[src/rtl/smp_misc_pkg.sv]
`timescale 1ns/1ps
package smp_misc_pkg;
    localparam int NCPU     = 4;
    localparam int DW       = 64;
    localparam int CPU_IDW  = $clog2(NCPU);
    localparam int ARB_W    = 4;
    localparam int USR_W    = 4;

    // Bit positions that define software-visible behaviour
    localparam int TMR_LSB   = 4;
    localparam int IPI_LSB   = TMR_LSB + NCPU;
    localparam int REQ_LSB   = IPI_LSB + NCPU;
    localparam int WON_LSB   = 16;
    localparam int TRY_LSB   = WON_LSB + ARB_W;
    localparam int FLUSH_BIT = 20;
    localparam int FLUSH_IDX = FLUSH_BIT - TRY_LSB;
    localparam int FAULT_BIT = 28;
    localparam int USR_LSB   = 40;

    typedef struct packed {
        logic [USR_W-1:0] usr;
        logic             fault;
        logic [ARB_W-1:0] try_f;
        logic [ARB_W-1:0] won;
        logic [NCPU-1:0]  ipi;
        logic [NCPU-1:0]  tmr;
    } misc_state_t;

    function automatic logic [DW-1:0] pack_state(input misc_state_t s);
        logic [DW-1:0] r;
        r = '0;
        r[TMR_LSB +: NCPU]  = s.tmr;
        r[IPI_LSB +: NCPU]  = s.ipi;
        r[WON_LSB +: ARB_W] = s.won;
        r[TRY_LSB +: ARB_W] = s.try_f;
        r[FAULT_BIT]        = s.fault;
        r[USR_LSB +: USR_W] = s.usr;
        return r;
    endfunction

    function automatic logic [DW-1:0] live_mask();
        misc_state_t all;
        all = '1;
        return pack_state(all);
    endfunction
endpackage

[src/rtl/smp_flag_vec.sv]
`timescale 1ns/1ps
// Set-dominant flag group: a set event overrides a clear in the same cycle.
module smp_flag_vec #(
    parameter int W = 2
) (
    input  logic         clk,
    input  logic         rst,
    input  logic [W-1:0] set_i,
    input  logic [W-1:0] clr_i,
    output logic [W-1:0] q_o
);
    always_ff @(posedge clk) begin
        if (rst) q_o <= '0;
        else     q_o <= (q_o & ~clr_i) | set_i;
    end
endmodule

[src/rtl/smp_arb_field.sv]
`timescale 1ns/1ps
// Arbitration attempt / winner pair with flush control.
module smp_arb_field #(
    parameter int W       = 4,
    parameter int FLUSH_I = 0
) (
    input  logic         clk,
    input  logic         rst,
    input  logic         wr_en,
    input  logic [W-1:0] wr_try,
    input  logic [W-1:0] wr_won,
    output logic [W-1:0] try_q,
    output logic [W-1:0] won_q
);
    logic flush;
    logic won_empty;

    assign flush     = wr_try[FLUSH_I];
    assign won_empty = (won_q == '0);

    always_ff @(posedge clk) begin
        if (rst) begin
            try_q <= '0;
            won_q <= '0;
        end else if (wr_en) begin
            if (flush) begin
                try_q <= '0;
                won_q <= '0;
            end else begin
                try_q <= try_q | wr_try;
                if (won_empty) won_q <= wr_won;
            end
        end
    end
endmodule

[src/rtl/smp_misc_readback.sv]
`timescale 1ns/1ps
module smp_misc_readback
    import smp_misc_pkg::*;
(
    input  misc_state_t        st,
    input  logic [CPU_IDW-1:0] rd_cpu,
    output logic [DW-1:0]      rd_data
);
    always_comb begin
        rd_data = pack_state(st);
        rd_data[CPU_IDW-1:0] = rd_cpu;
    end
endmodule

[src/rtl/smp_misc_reg.sv]
`timescale 1ns/1ps
module smp_misc_reg
    import smp_misc_pkg::*;
(
    input  logic               clk,
    input  logic               rst,
    input  logic               wr_en,
    input  logic [DW-1:0]      wr_data,
    input  logic [NCPU-1:0]    tick_set,
    input  logic               fault_set,
    input  logic [CPU_IDW-1:0] rd_cpu,
    output logic [DW-1:0]      rd_data,
    output logic [NCPU-1:0]    ipi_irq,
    output logic [NCPU-1:0]    timer_irq
);
    misc_state_t      st;
    logic [USR_W-1:0] usr_q;
    logic             fault_q;
    logic [ARB_W-1:0] try_q;
    logic [ARB_W-1:0] won_q;

    // Per-processor interrupt flags: {ipi, timer}
    for (genvar c = 0; c < NCPU; c++) begin : g_cpu
        logic [1:0] set_v;
        logic [1:0] clr_v;
        logic [1:0] q_v;

        assign set_v = {wr_en & wr_data[REQ_LSB + c], tick_set[c]};
        assign clr_v = {wr_en & wr_data[IPI_LSB + c], wr_en & wr_data[TMR_LSB + c]};

        smp_flag_vec #(.W(2)) u_flags (
            .clk   (clk),
            .rst   (rst),
            .set_i (set_v),
            .clr_i (clr_v),
            .q_o   (q_v)
        );

        assign ipi_irq[c]   = q_v[1];
        assign timer_irq[c] = q_v[0];
    end

    smp_flag_vec #(.W(1)) u_fault (
        .clk   (clk),
        .rst   (rst),
        .set_i (fault_set),
        .clr_i (wr_en & wr_data[FAULT_BIT]),
        .q_o   (fault_q)
    );

    smp_arb_field #(.W(ARB_W), .FLUSH_I(FLUSH_IDX)) u_arb (
        .clk    (clk),
        .rst    (rst),
        .wr_en  (wr_en),
        .wr_try (wr_data[TRY_LSB +: ARB_W]),
        .wr_won (wr_data[WON_LSB +: ARB_W]),
        .try_q  (try_q),
        .won_q  (won_q)
    );

    always_ff @(posedge clk) begin
        if (rst)        usr_q <= '0;
        else if (wr_en) usr_q <= wr_data[USR_LSB +: USR_W];
    end

    always_comb begin
        st       = '0;
        st.tmr   = timer_irq;
        st.ipi   = ipi_irq;
        st.won   = won_q;
        st.try_f = try_q;
        st.fault = fault_q;
        st.usr   = usr_q;
    end

    smp_misc_readback u_rb (
        .st      (st),
        .rd_cpu  (rd_cpu),
        .rd_data (rd_data)
    );
endmodule

[config.mk]
export PLATFORM = sky130hd
export DESIGN_NAME = smp_misc_reg
export DESIGN_NICKNAME = d
export VERILOG_FILES = /design/src/rtl/smp_misc_pkg.sv /design/src/rtl/smp_flag_vec.sv /design/src/rtl/smp_arb_field.sv /design/src/rtl/smp_misc_readback.sv /design/src/rtl/smp_misc_reg.sv
export SDC_FILE = /design/constraint.sdc
export NUM_CORES = 1
export LEC_CHECK = 0
export BUFFER_PORTS_ARGS = -buffer_cell sky130_fd_sc_hd__buf_2
export CORE_MARGIN = 10
export CORE_UTILIZATION = 34
export CTS_CLUSTER_DIAMETER = 50
export DETAILED_ROUTE_END_ITERATION = 16
export GPL_TIMING_DRIVEN = 0
export HOLD_SLACK_MARGIN = 0.05
export PLACE_DENSITY = 0.84
export SYNTH_ARGS = -nofsm -noshare
export SYNTH_HDL_FRONTEND = slang
export SYNTH_SLANG_ARGS = --single-unit
[constraint.sdc]
create_clock -name clk -period 2.04 [get_ports clk]
set_input_delay 0 -clock clk [delete_from_list [all_inputs] [get_ports clk]]
set_output_delay 0 -clock clk [all_outputs]
set_load 0.05 [all_outputs]
# Yosys cells after proc, flatten, opt, wreduce, memory -nomap -nowiden
# Index checks and enable logic that the tools add are counted.
dict set report op_classes {
  addsub 0
  n_mul 0
  div_mod_pow 0
  magnitude_cmp 0
  eq_ne 0
  shifts 0
  muxes 3
  n_bitwise 29
  n_reduce_logical 3
}
# cell n
set ops {}
lappend ops {{$and A1 B1 Y1} 14}
lappend ops {{$mux W4} 3}
lappend ops {{$and A2 B2 Y2} 4}
lappend ops {{$not A2 Y2} 4}
lappend ops {{$or A2 B2 Y2} 4}
lappend ops {{$logic_not A4 Y1} 1}
lappend ops {{$or A4 B4 Y4} 1}
lappend ops {{$reduce_and A2 Y1} 1}
lappend ops {{$reduce_bool A2 Y1} 1}
lappend ops {{$not A1 Y1} 1}
lappend ops {{$or A1 B1 Y1} 1}
dict set report word_totals {
  ff_bits 21
  latchBits 0
  ram_bits 0
  romBits 0
  out_inout_bits 72
  word_cells 43
  n_memories 0
}

# Depth between registers and ports, before layout
dict set report depth {
  word_depth 4
  ltp_mapped 3
}

# Cells and area by module
# A second synthesis with hierarchy kept.
dict set report unflattened {
  hier_cells 153
  area_unflattened_um2 1357.6
}
# module instances cells_per_inst area_per_inst_um2 seq_area_each_um2
set modules_own_cells {}
lappend modules_own_cells {smp_misc_readback 1 65 484.2 0.0}
lappend modules_own_cells {smp_arb_field 1 25 290.3 160.2}
lappend modules_own_cells {{smp_flag_vec (g_cpu[0].u_flags ...)} 4 8 70.1 40.0}
lappend modules_own_cells {smp_misc_reg 1 27 264.0 80.1}
lappend modules_own_cells {{smp_flag_vec (u_fault)} 1 4 38.8 20.0}

# Worst setup path after synthesis
# OpenSTA, ideal clock, no wires.
dict set report synth_timing {
  kind {reg-to-reg}
  from {register u_arb.won_q[2]}
  to {register u_arb.won_q[2]}
  setup_time_ns 0.117
  arrival_time_ns 1.074
  setup_slack_ns 0.849
  stages_incl_launch_ff 3
  n_path_buf 0
  period_less_slack_ns 1.191
  path_cell_list {dfxtp_1 -> nor3_1 -> a32o_1}
}
dict set report synth_between {
  elab_chain_cells 3
}
# element line
set synth_lines {}
lappend synth_lines {{start: declaration} smp_arb_field.sv:13} ;# output logic [W-1:0] won_q
lappend synth_lines {{start signal: assignment} smp_arb_field.sv:31} ;# if (won_empty) won_q <= wr_won;
lappend synth_lines {{$logic_not A4 Y1} smp_arb_field.sv:19} ;# assign won_empty = (won_q == '0);
lappend synth_lines {{$reduce_bool A2 Y1 (no line)} --}
lappend synth_lines {{$reduce_and A2 Y1 (no line)} --}
# Every way passes these cells.
# A chain may end at the register's enable or synchronous reset.

# Final worst setup path
dict set report layout_timing {
  from {register g_cpu[0].u_flags.q_o[0]}
  to {register g_cpu[0].u_flags.q_o[0]}
}
dict set report layout_between {
  elab_chain_cells 2
}
# element line
set layout_lines {}
lappend layout_lines {{start: declaration} smp_flag_vec.sv:10} ;# output logic [W-1:0] q_o
lappend layout_lines {{start signal: assignment} smp_flag_vec.sv:14} ;# else q_o <= (q_o & ~clr_i) | set_i;
lappend layout_lines {{$and A2 B2 Y2} smp_flag_vec.sv:14}
lappend layout_lines {{$or A2 B2 Y2} smp_flag_vec.sv:14}
# Every way passes these cells.

==> flow_summary_export.csv <==
group,metric,value,unit
sta,fin_crit_sh,64.6,%
global_routing,grt_pass1_vias,1238,
synth,yosys_register_bits,21,
clock_network,tritoncts,"done",
synth,ys_seq_area_share,36.1,%
global_routing,gr-usage-met1,9.68,%
clock_network,clock_latency,0.31,ns
placement,place_area,1690,µm²
worst_setup_path,crit_arrival,1.51,ns
floorplanning,chipHeight,78.6,µm
worst_setup_path,worst-path-max-fanout,3,
finish,syn_to_final_growth,74.9,%
detailed_routing,drc,0,
synth,syn_inst,122,
clock_network,cts.htree.levels,1,
sta,whs,0.131,ns
sta,final_hold_viol_count,0,
finish,final_util,61.1,%
detailed_routing,drt_iter0_markers,14,
worst_setup_path,timing.rr.end,"g_cpu[0].u_flags.q_o[0]$_SDFF_PP0_",
worst_setup_path,rr_worst_depth,3,
sta,drv_slew,0,
sta,fin_crit,1.32,ns
global_routing,overflow,0,
worst_setup_path,path_cells,"a21boi_0 -> o21ba_2 -> dlygate4sd3_1",
global_routing,use_met3,6.49,%
floorplanning,fp.dieW,78.6,µm
worst_setup_path,crit_required,2.23,ns
detailed_routing,drt_first_pass_iters,2,
worst_setup_path,r2r-start,"g_cpu[0].u_flags.q_o[0]$_SDFF_PP0_",
clock_network,root_buffer,"clkbuf_4",
floorplanning,num_rows,21,
sta,grt_setup_unrepaired,"no",
floorplanning,core,3340,µm²
sta,setup_tns,0,ns
floorplanning,fp.dieArea,6170,µm²
worst_setup_path,path_class,"reg2reg",
power_and_ir_drop,power_density,598,nW/µm²
finish,layout.nets,336,
clock_network,clock_sinks,21,
power_and_ir_drop,power.leakage,1.17,nW
floorplanning,initial_core_util,34.9,%
sta,setup_viol,0,
synth,avgSynthCellArea,9.56,µm²
synth,synth_cell_types,16,
detailed_routing,vias_per_cell,3.71,
detailed_routing,ant_nets,0,
finish,fin_area,2040,µm²
clock_network,hold_buffers,32,
clock_network,post_cts_buffers,0,
placement,io_buffers,63,
clock_network,cts.clk_slew.worst_paths,0.11,ns
worst_setup_path,r2r_slack,0.72,ns
global_routing,grt_max_degree,14,
global_routing,gr-max-usage-layer,"met2",
global_routing,grt.met2_usage,24.4,%
global_routing,grt_usage,12.0,%
placement,gp_congestion,0.724,
finish,layout-drive-gt1-share,50.6,%
clock_network,clockBufferDepth,2,
detailed_routing,wl,3790,µm
job,maxCapViolCount,0,
placement,dp_hpwl,2780,µm
clock_network,ctsResizeCount,0,
min_path,whs_path_depth,3,
global_routing,grt_pass1_wl,6020,µm
status,status,"finished, final reports clean",
synth,syn_area,1170,µm²
min_path,holdCritPathClass,"in2reg",
worst_setup_path,cpPeakStageDelay,0.56,ns
floorplanning,num_io_pins,146,
global_routing,grt_antenna_before_repair,0,
power_and_ir_drop,ir_drop,0.000429,V
detailed_routing,num_vias,1139,
detailed_routing,routedWlPerCell,12.4,µm
finish,diodes,0,
clock_network,cts_buffers,3,
worst_setup_path,endpoint_kind,"flip-flop",
synth,yosysWarnings,0,
worst_setup_path,cpMaxStageDelayCell,"dlygate4sd3_1",
sta,fmax,759,MHz
sta,clock-skew-final,0.0000860,ns
min_path,min_from,"wr_data[20]",
power_and_ir_drop,totalPowerFinal,1.22,mW
worst_setup_path,start_kind,"flip-flop",
min_path,hold_end,"u_arb.try_q[0]$_SDFFE_PP0P_",
[sequential cells by signal, summed over array words and instances, names as in the netlist]
signal             count
usr_q                  4
u_arb.won_q            4
u_fault.q_o            1
u_arb.try_q            4
g_cpu.u_flags.q_o      8
[cell families (layout without fill, tap and decap cells)]
logic type	after synthesis	count (layout)	synth area share, %
buffers and inverters	55	154	35.2
multiplexers	4	4	3.43
AO/OA/AOI/OAI	27	27	18.5
AND/OR/NAND/NOR	14	14	6.54
other	1	41	0.322
flip-flops	21	21	36.1
[synthesized netlist by cell type (all sizes together)]
library cell / count / share of area, %
buf: 55 / 35
o21ba: 5 / 4.3
nand2: 4 / 1.3
dfxtp: 21 / 36
nor4b: 1 / 2.0
a21oi: 8 / 3.4
mux2i: 4 / 3.4
a21bo: 4 / 3.4
a32o: 4 / 3.4
conb: 1 / 0.32
and2: 1 / 0.54
a21o: 1 / 0.64
nor3: 1 / 0.43
nor2: 7 / 2.3
a21boi: 5 / 3.2
[per-layer routing]
layer  part of all wire, %  vias up
met5                     0        -
met3                    11        2
met1                    31      492
met4                  0.71        0
met2                    57       54
li1                      -      591
[report_power, final]
part           switching (mW)  internal, mW
Combinational           0.373         0.192
Clock                   0.130        0.0746
Sequential             0.0152         0.434
[worst max-delay path by stage]
stage / start / end / slack, ns / cells past startpoint
after CTS: g_cpu[0].u_flags.q_o[0]$_SDFF_PP0_ / g_cpu[0].u_flags.q_o[0]$_SDFF_PP0_ / 0.75 / 3
after floorplan: u_arb.won_q[2]$_SDFFE_PP0P_ / u_arb.won_q[2]$_SDFFE_PP0P_ / 0.85 / 2
after global placement: u_arb.won_q[2]$_SDFFE_PP0P_ / u_arb.won_q[0]$_SDFFE_PP0P_ / 1.07 / 2
final: g_cpu[0].u_flags.q_o[0]$_SDFF_PP0_ / g_cpu[0].u_flags.q_o[0]$_SDFF_PP0_ / 0.72 / 3
after detailed placement: u_arb.won_q[2]$_SDFFE_PP0P_ / u_arb.won_q[1]$_SDFFE_PP0P_ / 1.08 / 2
after global routing: g_cpu[1].u_flags.q_o[0]$_SDFF_PP0_ / g_cpu[1].u_flags.q_o[0]$_SDFF_PP0_ / 0.62 / 3
[area by class of cell]
| type | instances | area (µm²) |
|---|---|---|
| Buffer | 55 | 410 |
| Clock inverter | 1 | 7.51 |
| Tap cell | 46 | 57.6 |
| Timing Repair Buffer | 95 | 636 |
| Fill cell | 293 | 1300 |
| Clock buffer | 3 | 22.5 |
| Sequential cell | 21 | 420 |
| Multi-Input combinational cell | 86 | 485 |
[critical path, delay by kind of cell, from the launching register on]
kind                   cells  cell delay (ns)
DFF                        1             0.34
AOI/OAI and AO/OA          2             0.32
buffers and inverters      1             0.56
[layout by cell type (no fill, tap or decap)]
master / instances
clkbuf_4: 3
conb_1: 41
nor4b_4: 1
and2_1: 1
a21boi_0: 5
mux2i_1: 4
a21o_1: 1
o21ba_2: 5
buf_4: 54
dfxtp_1: 21
a21oi_1: 8
dlygate4sd3_1: 32
nor3_1: 1
a21bo_2: 4
nor2_1: 7
nand2_1: 4
clkinvlp_4: 1
buf_2: 64
a32o_1: 4
[metrics by stage]
step / setup slack [ns] / std cells
after floorplan: 0.849 / 162
after global placement: 1.07 / 271
after detailed placement: 1.08 / 271
after CTS: 0.748 / 307
after global routing: 0.618 / 307
final: 0.722 / 307
No activity file was read; power rests on OpenSTA's default activity.
